File: config.mk
export PLATFORM = sky130hd
export DESIGN_NAME = link_cmp_gen
export DESIGN_NICKNAME = d
export VERILOG_FILES = /design/src/rtl/lcg_pkg.sv /design/src/rtl/lcg_ratio_mul.sv /design/src/rtl/lcg_match_unit.sv /design/src/rtl/lcg_pin_drv.sv /design/src/rtl/link_cmp_gen.sv
export SDC_FILE = /design/constraint.sdc
export NUM_CORES = 1
export LEC_CHECK = 0
export ABC_AREA = 1
export BUFFER_PORTS_ARGS = -buffer_cell sky130_fd_sc_hd__buf_2
export CAP_MARGIN = 20
export CORE_MARGIN = 1.5
export CORE_UTILIZATION = 40
export CTS_BUF_LIST = sky130_fd_sc_hd__clkbuf_8
export CTS_CLUSTER_DIAMETER = 120
export DETAILED_ROUTE_END_ITERATION = 6
export GPL_TIMING_DRIVEN = 0
export SYNTH_ARGS = -nofsm -noshare
export SYNTH_HDL_FRONTEND = slang
export SYNTH_HIERARCHICAL = 1
export SYNTH_SLANG_ARGS = --single-unit
File: constraint.sdc
create_clock -name clk -period 2.5 [get_ports clk]
set_clock_uncertainty 0.2 [all_clocks]
set_input_delay 0.125 -clock clk [delete_from_list [all_inputs] [get_ports clk]]
set_output_delay 0.125 -clock clk [all_outputs]
set_load 0.01 [all_outputs]
File: src/rtl/lcg_pkg.sv
package lcg_pkg;

    typedef enum logic [1:0] {
        ST_IDLE,
        ST_WAIT,
        ST_CALC,
        ST_RUN
    } lcg_state_e;

    typedef enum logic [2:0] {
        PIN_HOLD,
        PIN_IDLE,
        PIN_HIGH,
        PIN_LOW,
        PIN_FLIP
    } pin_op_e;

    localparam logic [1:0] ACT_HIGH = 2'd0;
    localparam logic [1:0] ACT_LOW  = 2'd1;
    localparam logic [1:0] MODE_IMM = 2'd0;

    typedef struct packed {
        logic load;
        logic adv;
        logic clear;
    } cmp_ctl_t;

    function automatic pin_op_e match_op(input logic [1:0] act);
        case (act)
            ACT_HIGH: match_op = PIN_HIGH;
            ACT_LOW:  match_op = PIN_LOW;
            default:  match_op = PIN_FLIP;
        endcase
    endfunction

    function automatic pin_op_e lead_op(input logic [1:0] act);
        case (act)
            ACT_HIGH: lead_op = PIN_LOW;
            ACT_LOW:  lead_op = PIN_HIGH;
            default:  lead_op = PIN_FLIP;
        endcase
    endfunction

endpackage

File: src/rtl/lcg_ratio_mul.sv
module lcg_ratio_mul #(
    parameter int TW = 16,
    parameter int RW = 8
) (
    input  logic          clk,
    input  logic          rst,
    input  logic          start_i,
    input  logic [TW-1:0] base_i,
    input  logic [RW-1:0] ratio_i,
    output logic          done_o,
    output logic [TW-1:0] scaled_o
);
    localparam int PW = TW + RW;
    localparam int CW = $clog2(RW + 1);

    logic [PW-1:0] acc_q;
    logic [PW-1:0] mcand_q;
    logic [RW-1:0] mplr_q;
    logic [CW-1:0] cnt_q;
    logic          done_q;

    // One shift-add step per cycle, least significant ratio bit first
    always_ff @(posedge clk) begin
        if (rst) begin
            acc_q   <= '0;
            mcand_q <= '0;
            mplr_q  <= '0;
            cnt_q   <= '0;
            done_q  <= 1'b0;
        end else if (start_i) begin
            acc_q   <= '0;
            mcand_q <= PW'(base_i);
            mplr_q  <= ratio_i;
            cnt_q   <= CW'(RW);
            done_q  <= 1'b0;
        end else if (cnt_q != '0) begin
            if (mplr_q[0]) begin
                acc_q <= acc_q + mcand_q;
            end
            mcand_q <= mcand_q << 1;
            mplr_q  <= mplr_q >> 1;
            cnt_q   <= cnt_q - CW'(1);
            done_q  <= (cnt_q == CW'(1));
        end else begin
            done_q <= 1'b0;
        end
    end

    assign done_o   = done_q;
    assign scaled_o = acc_q[PW-1:RW];


    mul_done_idle_chk: assert property (@(posedge clk) disable iff (rst)
        done_o |-> (cnt_q == '0));

endmodule

File: src/rtl/lcg_match_unit.sv
module lcg_match_unit
    import lcg_pkg::*;
#(
    parameter int TW = 16
) (
    input  logic          clk,
    input  logic          rst,
    input  logic [TW-1:0] tbase_i,
    input  cmp_ctl_t      ctl_i,
    input  logic [TW-1:0] load_val_i,
    input  logic [TW-1:0] step_i,
    output logic          fire_o
);
    logic [TW-1:0] match_q;
    logic          armed_q;

    always_ff @(posedge clk) begin
        if (rst) begin
            match_q <= '0;
            armed_q <= 1'b0;
        end else if (ctl_i.clear) begin
            armed_q <= 1'b0;
        end else if (ctl_i.load) begin
            match_q <= load_val_i;
            armed_q <= 1'b1;
        end else if (ctl_i.adv) begin
            match_q <= match_q + step_i;
        end
    end

    assign fire_o = armed_q && (tbase_i == match_q);


    cmp_retire_chk: assert property (@(posedge clk) disable iff (rst)
        fire_o |=> (!armed_q || match_q != $past(match_q)));

endmodule

File: src/rtl/lcg_pin_drv.sv
module lcg_pin_drv
    import lcg_pkg::*;
(
    input  logic    clk,
    input  logic    rst,
    input  logic    idle_i,
    input  pin_op_e op_i,
    output logic    pin_o
);
    logic pin_q;

    always_ff @(posedge clk) begin
        if (rst) begin
            pin_q <= idle_i;
        end else begin
            case (op_i)
                PIN_IDLE: pin_q <= idle_i;
                PIN_HIGH: pin_q <= 1'b1;
                PIN_LOW:  pin_q <= 1'b0;
                PIN_FLIP: pin_q <= ~pin_q;
                default:  pin_q <= pin_q;
            endcase
        end
    end

    assign pin_o = pin_q;


    pin_level_chk: assert property (@(posedge clk) disable iff (rst)
        (op_i == PIN_HIGH) |=> pin_o);

endmodule

File: src/rtl/link_cmp_gen.sv
module link_cmp_gen
    import lcg_pkg::*;
#(
    parameter int TW = 16,
    parameter int RW = 8
) (
    input  logic          clk,
    input  logic          rst,
    input  logic [TW-1:0] tbase_i,
    input  logic          go_i,
    input  logic          halt_i,
    input  logic          link_i,
    input  logic [1:0]    mode_i,
    input  logic [1:0]    act_i,
    input  logic          idle_i,
    input  logic [TW-1:0] delay_i,
    input  logic [TW-1:0] ref_i,
    input  logic [TW-1:0] period_i,
    input  logic [RW-1:0] ratio_i,
    output logic          pin_o
);
    lcg_state_e    st_q, st_d;
    logic [1:0]    act_q, act_d;
    logic [TW-1:0] off_q, off_d;

    pin_op_e       op;
    cmp_ctl_t      ctl;
    logic [TW-1:0] ld_val;
    logic          mul_go;
    logic          mul_done;
    logic [TW-1:0] scaled;
    logic          fire;

    logic [TW-1:0] delay_eff;
    logic [TW-1:0] off_eff;

    assign delay_eff = (delay_i == '0) ? TW'(1) : delay_i;
    assign off_eff   = (scaled == '0) ? TW'(1) : scaled;

    always_comb begin
        st_d   = st_q;
        act_d  = act_q;
        off_d  = off_q;
        op     = PIN_HOLD;
        ctl    = '0;
        ld_val = '0;
        mul_go = 1'b0;
        if (halt_i) begin
            op        = PIN_IDLE;
            ctl.clear = 1'b1;
            st_d      = ST_IDLE;
        end else begin
            case (st_q)
                ST_IDLE: begin
                    if (go_i && !mode_i[1]) begin
                        act_d    = act_i;
                        ctl.load = 1'b1;
                        st_d     = ST_WAIT;
                        if (mode_i == MODE_IMM) begin
                            ld_val = tbase_i + delay_eff;
                            op     = lead_op(act_i);
                        end else begin
                            ld_val = ref_i + delay_i;
                        end
                    end else if (link_i && mode_i[1]) begin
                        mul_go = 1'b1;
                        st_d   = ST_CALC;
                    end
                end
                ST_WAIT: begin
                    if (fire) begin
                        op        = match_op(act_q);
                        ctl.clear = 1'b1;
                        st_d      = ST_IDLE;
                    end
                end
                ST_CALC: begin
                    if (mul_done) begin
                        ctl.load = 1'b1;
                        ld_val   = tbase_i + off_eff;
                        off_d    = off_eff;
                        st_d     = ST_RUN;
                    end
                end
                default: begin
                    if (fire) begin
                        op      = PIN_FLIP;
                        ctl.adv = 1'b1;
                    end
                end
            endcase
        end
    end

    always_ff @(posedge clk) begin
        if (rst) begin
            st_q  <= ST_IDLE;
            act_q <= '0;
            off_q <= TW'(1);
        end else begin
            st_q  <= st_d;
            act_q <= act_d;
            off_q <= off_d;
        end
    end

    lcg_ratio_mul #(.TW(TW), .RW(RW)) mul_i (
        .clk      (clk),
        .rst      (rst),
        .start_i  (mul_go),
        .base_i   (period_i),
        .ratio_i  (ratio_i),
        .done_o   (mul_done),
        .scaled_o (scaled)
    );

    lcg_match_unit #(.TW(TW)) cmp_i (
        .clk        (clk),
        .rst        (rst),
        .tbase_i    (tbase_i),
        .ctl_i      (ctl),
        .load_val_i (ld_val),
        .step_i     (off_q),
        .fire_o     (fire)
    );

    lcg_pin_drv pin_i (
        .clk    (clk),
        .rst    (rst),
        .idle_i (idle_i),
        .op_i   (op),
        .pin_o  (pin_o)
    );


    halt_idle_chk: assert property (@(posedge clk) disable iff (rst)
        halt_i |=> (pin_o == $past(idle_i)) && (st_q == ST_IDLE));


    link_mode_chk: assert property (@(posedge clk) disable iff (rst)
        (st_q == ST_IDLE && link_i && !mode_i[1] && !go_i) |=> (st_q == ST_IDLE));


    run_hold_chk: assert property (@(posedge clk) disable iff (rst)
        (st_q == ST_RUN && !halt_i) |=> (st_q == ST_RUN));


    run_edge_chk: assert property (@(posedge clk) disable iff (rst)
        ($past(st_q) == ST_RUN && !$past(halt_i) && pin_o != $past(pin_o)) |-> $past(fire));


    off_nz_chk: assert property (@(posedge clk) disable iff (rst)
        (st_q == ST_RUN) |-> (off_q != '0));

endmodule

Word-level counts from Yosys, hierarchy flattened
Index checks and enable logic that the tools add are counted.

operators by class
  bitwise logic cells = 4
  eq/ne operators = 13
  multiplexer cells = 42
  add/sub/neg operators = 6
  reductions and logical operators = 25

operator list
  kind                count
  $mux 16             10
  $add 16x16->16      4
  $logic_not 16->1    2
  $pmux 16 s2         1
  $add 24x24->24      1
  $eq 16x16->1        1
  $mux 8              2
  $mux 3              5
  $pmux 3 s2          2
  $mux 1              11
  $mux 2              5
  $pmux 3 s3          1
  $logic_not 2->1     4
  $mux 4              2
  $eq 2x1->1 const B  3
  $eq 3x2->1 const B  2
  $pmux 2 s3          1
  $reduce_and 3->1    2
  $reduce_or 2->1     3
  $reduce_or 3->1     2
  $reduce_bool 5->1   1
  $eq 4x1->1 const B  1
  $ne 2x1->1 const B  2
  $not 1->1           4
  14 further kinds    18

storage, ports and cells
  register bits after elaboration = 99
  output and inout bits = 1
  word-level logic and storage cells = 103

Longest topological paths before layout
  word-level depth = 9
  depth in mapped cells = 19
  gate-level depth less buffers = 19

Modules after synthesis
The synthesis kept the hierarchy.

by module, submodules not included
  module          times used  seq. area each (sq um)  area each (sq um)  cells each
  lcg_ratio_mul   1           1221.2                  4320.4             689
  link_cmp_gen    1           400.4                   4055.1             724
  lcg_match_unit  1           340.3                   1894.3             316
  lcg_pin_drv     1           30.0                    101.3              18

Worst setup path before layout
No wires, ideal clock.

  path type = register to register
  start point = register mul_i.acc_q[23]
  end point = register cmp_i.match_q[10]
  clock period less this slack = 2.577 ns
  library setup time = 0.070 ns
  stages on the path, launching flop included = 19
  buffers on the path = 1
  arrival time = 2.307 ns
  path slack = -0.077 ns
  data required time = 2.230 ns
  cells stage by stage = dfxtp_1 buf_4 nor4_1 a41o_1 ha_1 fa_1 nand3_1 nand2_2 nand3_2 nand2_2 a21oi_2 inv_1 nand2_1 nand3_1 a21oi_1 nor2_1 nor2_1 nand2_1 a21oi_1

between the ends
  cells in the longest elaborated chain, start to end = 7

ends and longest elaborated chain
  element                 line                  RTL
  from (decl)             lcg_ratio_mul.sv:16   logic [PW-1:0] acc_q;
  from (signal assigned)  lcg_ratio_mul.sv:38   acc_q <= acc_q + mcand_q;
  $logic_not 16->1        link_cmp_gen.sv:38    assign off_eff = (scaled == '0) ? TW'(1) : scaled;
  $mux 16                 link_cmp_gen.sv:38
  named net off_eff[0]    link_cmp_gen.sv:35    logic [TW-1:0] off_eff;
  $add 16x16->16          link_cmp_gen.sv:80    ld_val = tbase_i + off_eff;
  $mux 16                 link_cmp_gen.sv:78    if (mul_done) begin
  $pmux 16 s2             link_cmp_gen.sv:53    case (st_q)
  $mux 16                 link_cmp_gen.sv:48    if (halt_i) begin
  named net ld_val[10]    link_cmp_gen.sv:28    logic [TW-1:0] ld_val;
  $mux 16                 lcg_match_unit.sv:23  end else if (ctl_i.load) begin
  to (signal assigned)    lcg_match_unit.sv:24  match_q <= load_val_i;
  to (signal assigned)    lcg_match_unit.sv:27  match_q <= match_q + step_i;
  to (decl)               lcg_match_unit.sv:14  logic [TW-1:0] match_q;

The timed path passes the listed nets, and every way through them passes these cells.
A chain may end at the register's enable or synchronous reset.

Worst setup path after layout
  start point = register mul_i.acc_q[19]
  end point = register cmp_i.match_q[14]

The elaborated chain is that of the path after synthesis.

==> results.json <==
{
  "drtAntennaViolNets": 0,
  "dp_hpwl_mm": 27.0,
  "drc_errors": 0,
  "cts_tree": "built",
  "diodes": 0,
  "yosys.area.top_type_share": 0.189,
  "netlist_area_um2": 10400,
  "grt_usage": 0.251,
  "tightest_slew_ns": 0.794,
  "dr.first_iter.drc_count": 733,
  "mostFrequentLayoutCells": "nand2_1 (501), inv_1 (256), nor2_1 (159)",
  "start_util": 0.409,
  "fp.dieW_um": 164,
  "max_freq_mhz": 355,
  "slew_headroom": 0.470,
  "drt_wl_total_mm": 33.7,
  "synth_top_cell_by_area": "dfxtp_1",
  "synth.avg_cell_area_um2": 5.94,
  "cts_htree_levels": 3,
  "setup_violations": 15,
  "dieArea_um2": 26900,
  "critPathArrivalTime_ns": 2.94,
  "dp_slack_ns": -0.925,
  "drive_above_1_share": 0.182,
  "crit_required_ns": 2.63,
  "gp_congestion": 0.918,
  "yosys_warnings": 6,
  "whs_path_depth": 5,
  "period_share": 1.13,
  "grt_pass1_vias": 10590,
  "status": "complete, but fails checks",
  "hold_violations": 0,
  "slew_violations": 0,
  "period_needed_ns": 2.81,
  "clk_path_buf_depth": 2,
  "cts_inserted_buffers": 9,
  "drtPass1Iterations": 6,
  "violations": "negative setup slack",
  "clock_insertion_delay_worst_skew_ns": 0.40,
  "tns_ns": -2.54,
  "clock_sinks": 99,
  "ys_ff_latch": 99,
  "seq_area_frac_synth": 0.192,
  "holdWs_ns": 0.0522,
  "die_h_um": 164,
  "critPathLaunchType": "flop",
  "grt_first_pass_wirelength_mm": 53.0,
  "syn_nets": 1923,
  "synth_area_leaders": "dfxtp_1 (19%), nand2_1 (18%), ha_1 (11%)",
  "vias": 11366,
  "drv_cap": 0,
  "path_clk_slew_ns": 0.11,
  "multiInputGateArea_um2": 7320,
  "setup_slack_ns": -0.315,
  "peakVddDrop_v": 0.000361,
  "final_common_cell": "nand2_1",
  "nets": 2075,
  "crit_fanout": 4,
  "core_region_area_um2": 25300,
  "p_leak_nw": 6.40,
  "yosysUniqueCellTypes": 56,
  "routed_via_density": 5.09,
  "fill_cells": 2687,
  "portBuffers": 82,
  "antenna_found_initial": 0,
  "routedWlPerCell_um": 15.1,
  "grt_remaining_overflow": 0,
  "regArea_um2": 2060,
  "layout-area-overhead-vs-synth_pct": 20.0,
  "powerDensity_nw_per_um2": 436,
  "rsz0062_at_grt": "true",
  "grt_max_degree": 21,
  "worstRegToRegCells": 16,
  "min_path_type": "in -> reg",
  "timing_worst_setup_path_type": "reg -> reg",
  "num_rows": 58,
  "crit_path_end_kind": "flop",
  "syn_inst": 1747,
  "cts_root_buf": "clkbuf_8",
  "ios": 83
}
registers in the layout (all words and copies together) (netlist names):
| signal | cells |
|---|---|
| pin_i/pin_o | 1 |
| mul_i/mcand_q | 24 |
| mul_i/mplr_q | 8 |
| cmp_i/match_q | 16 |
| mul_i/cnt_q | 4 |
| off_q | 16 |
| mul_i/done_o | 1 |
| mul_i/acc_q | 24 |
| cmp_i/armed_q | 1 |
| st_q | 2 |
| act_q | 2 |
per-layer routing:
metal | up-vias | GRT usage | wire [µm]
li1 | 5882 | - | -
met1 | 5119 | 0.315 | 15200
met2 | 310 | 0.446 | 16000
met3 | 55 | 0.0333 | 1550
met4 | 0 | 0.0719 | 911
met5 | - | 0 | 0
worst max-delay path: stages, from the launching register on:
cell and delay, ns:
dfxtp_4 0.39, nor4_4 0.28, a41o_2 0.31, ha_4 0.16, fa_2 0.22, nand3_2 0.08
nand2_4 0.10, nand3_4 0.07, nand2_4 0.10, nand3_2 0.08, nand3b_1 0.10, nand3_1 0.08
a21oi_2 0.17, nor2_1 0.06, nor2_1 0.14, nand2_1 0.08, a21oi_2 0.12
cell type report:
cell class,count,share of cell area
Timing Repair Buffer,157,0.0868
Clock inverter,7,0.00623
Multi-Input combinational cell,1295,0.588
Clock buffer,9,0.00995
Buffer,64,0.0275
Inverter,273,0.0831
Sequential cell,99,0.165
Tap cell,330,0.0332
power by group:
part	switching, mW	internal (mW)
clock	0.684	0.399
combinational	1.53	0.924
sequential	0.159	1.73
repair_timing:
item / 4_1_cts / 5_1_grt
gates resized for setup: 47 / 99
cloned: 0 / 1
hold buffers: 33 / 0
setup buffers: 22 / 19
hold endpoints to repair: 31 / 0
pin swaps: 35 / 46
setup endpoints to repair: 30 / 43
per-stage QoR:
stage / area (µm²) / total power [mW] / utilization / instances
final: 12400 / 5.43 / 0.491 / 2234
after global routing: 12400 / 5.86 / 0.491 / 2234
after CTS: 12000 / 5.35 / 0.472 / 2215
after detailed placement: 11200 / 4.15 / 0.443 / 2159
after global placement: 11200 / 4.14 / 0.443 / 2159
after floorplan: 10400 / 3.50 / - / 1747
worst paths after layout:
check / startpoint / to / slack (ns)
max: mul_i/acc_q[19] / cmp_i/match_q[14] / -0.31
min: halt_i / off_q[6] / 0.05
max reg2reg: mul_i/acc_q[19] / cmp_i/match_q[14] / -0.31
min reg2reg: mul_i/mplr_q[7] / mul_i/mplr_q[7] / 0.28
cell families (layout without fill, tap and decap cells):
| group | after synthesis | count (layout) | synth area share |
|---|---|---|---|
| flops | 99 | 99 | 0.192 |
| fa+ha+maj | 94 | 94 | 0.117 |
| simple gates | 940 | 940 | 0.398 |
| buf+inv | 353 | 510 | 0.142 |
| xor+xnor | 21 | 21 | 0.0177 |
| compound gates | 240 | 240 | 0.133 |
synthesized netlist by cell type, drive strengths merged:
cell type / number
and2: 4
ha: 89
nor3: 17
a31oi: 24
or3: 1
a21o: 3
and3: 2
o22ai: 6
a21oi: 113
nand2: 534
a221oi: 3
a41o: 2
inv: 271
nand3: 155
clkinv: 2
clkbuf: 44
a2bb2oi: 1
buf: 36
fa: 5
nor2: 181
a31o: 1
or3b: 1
o21a: 2
edfxtp: 1
a211oi: 6
or2: 11
o21ai: 65
dfxtp: 98
nor4: 9
nand4: 17
o221ai: 1
xnor2: 9
xor2: 12
o21bai: 2
o211ai: 8
nand3b: 8
a21boi: 3
Power figures use the tool's default switching activity.
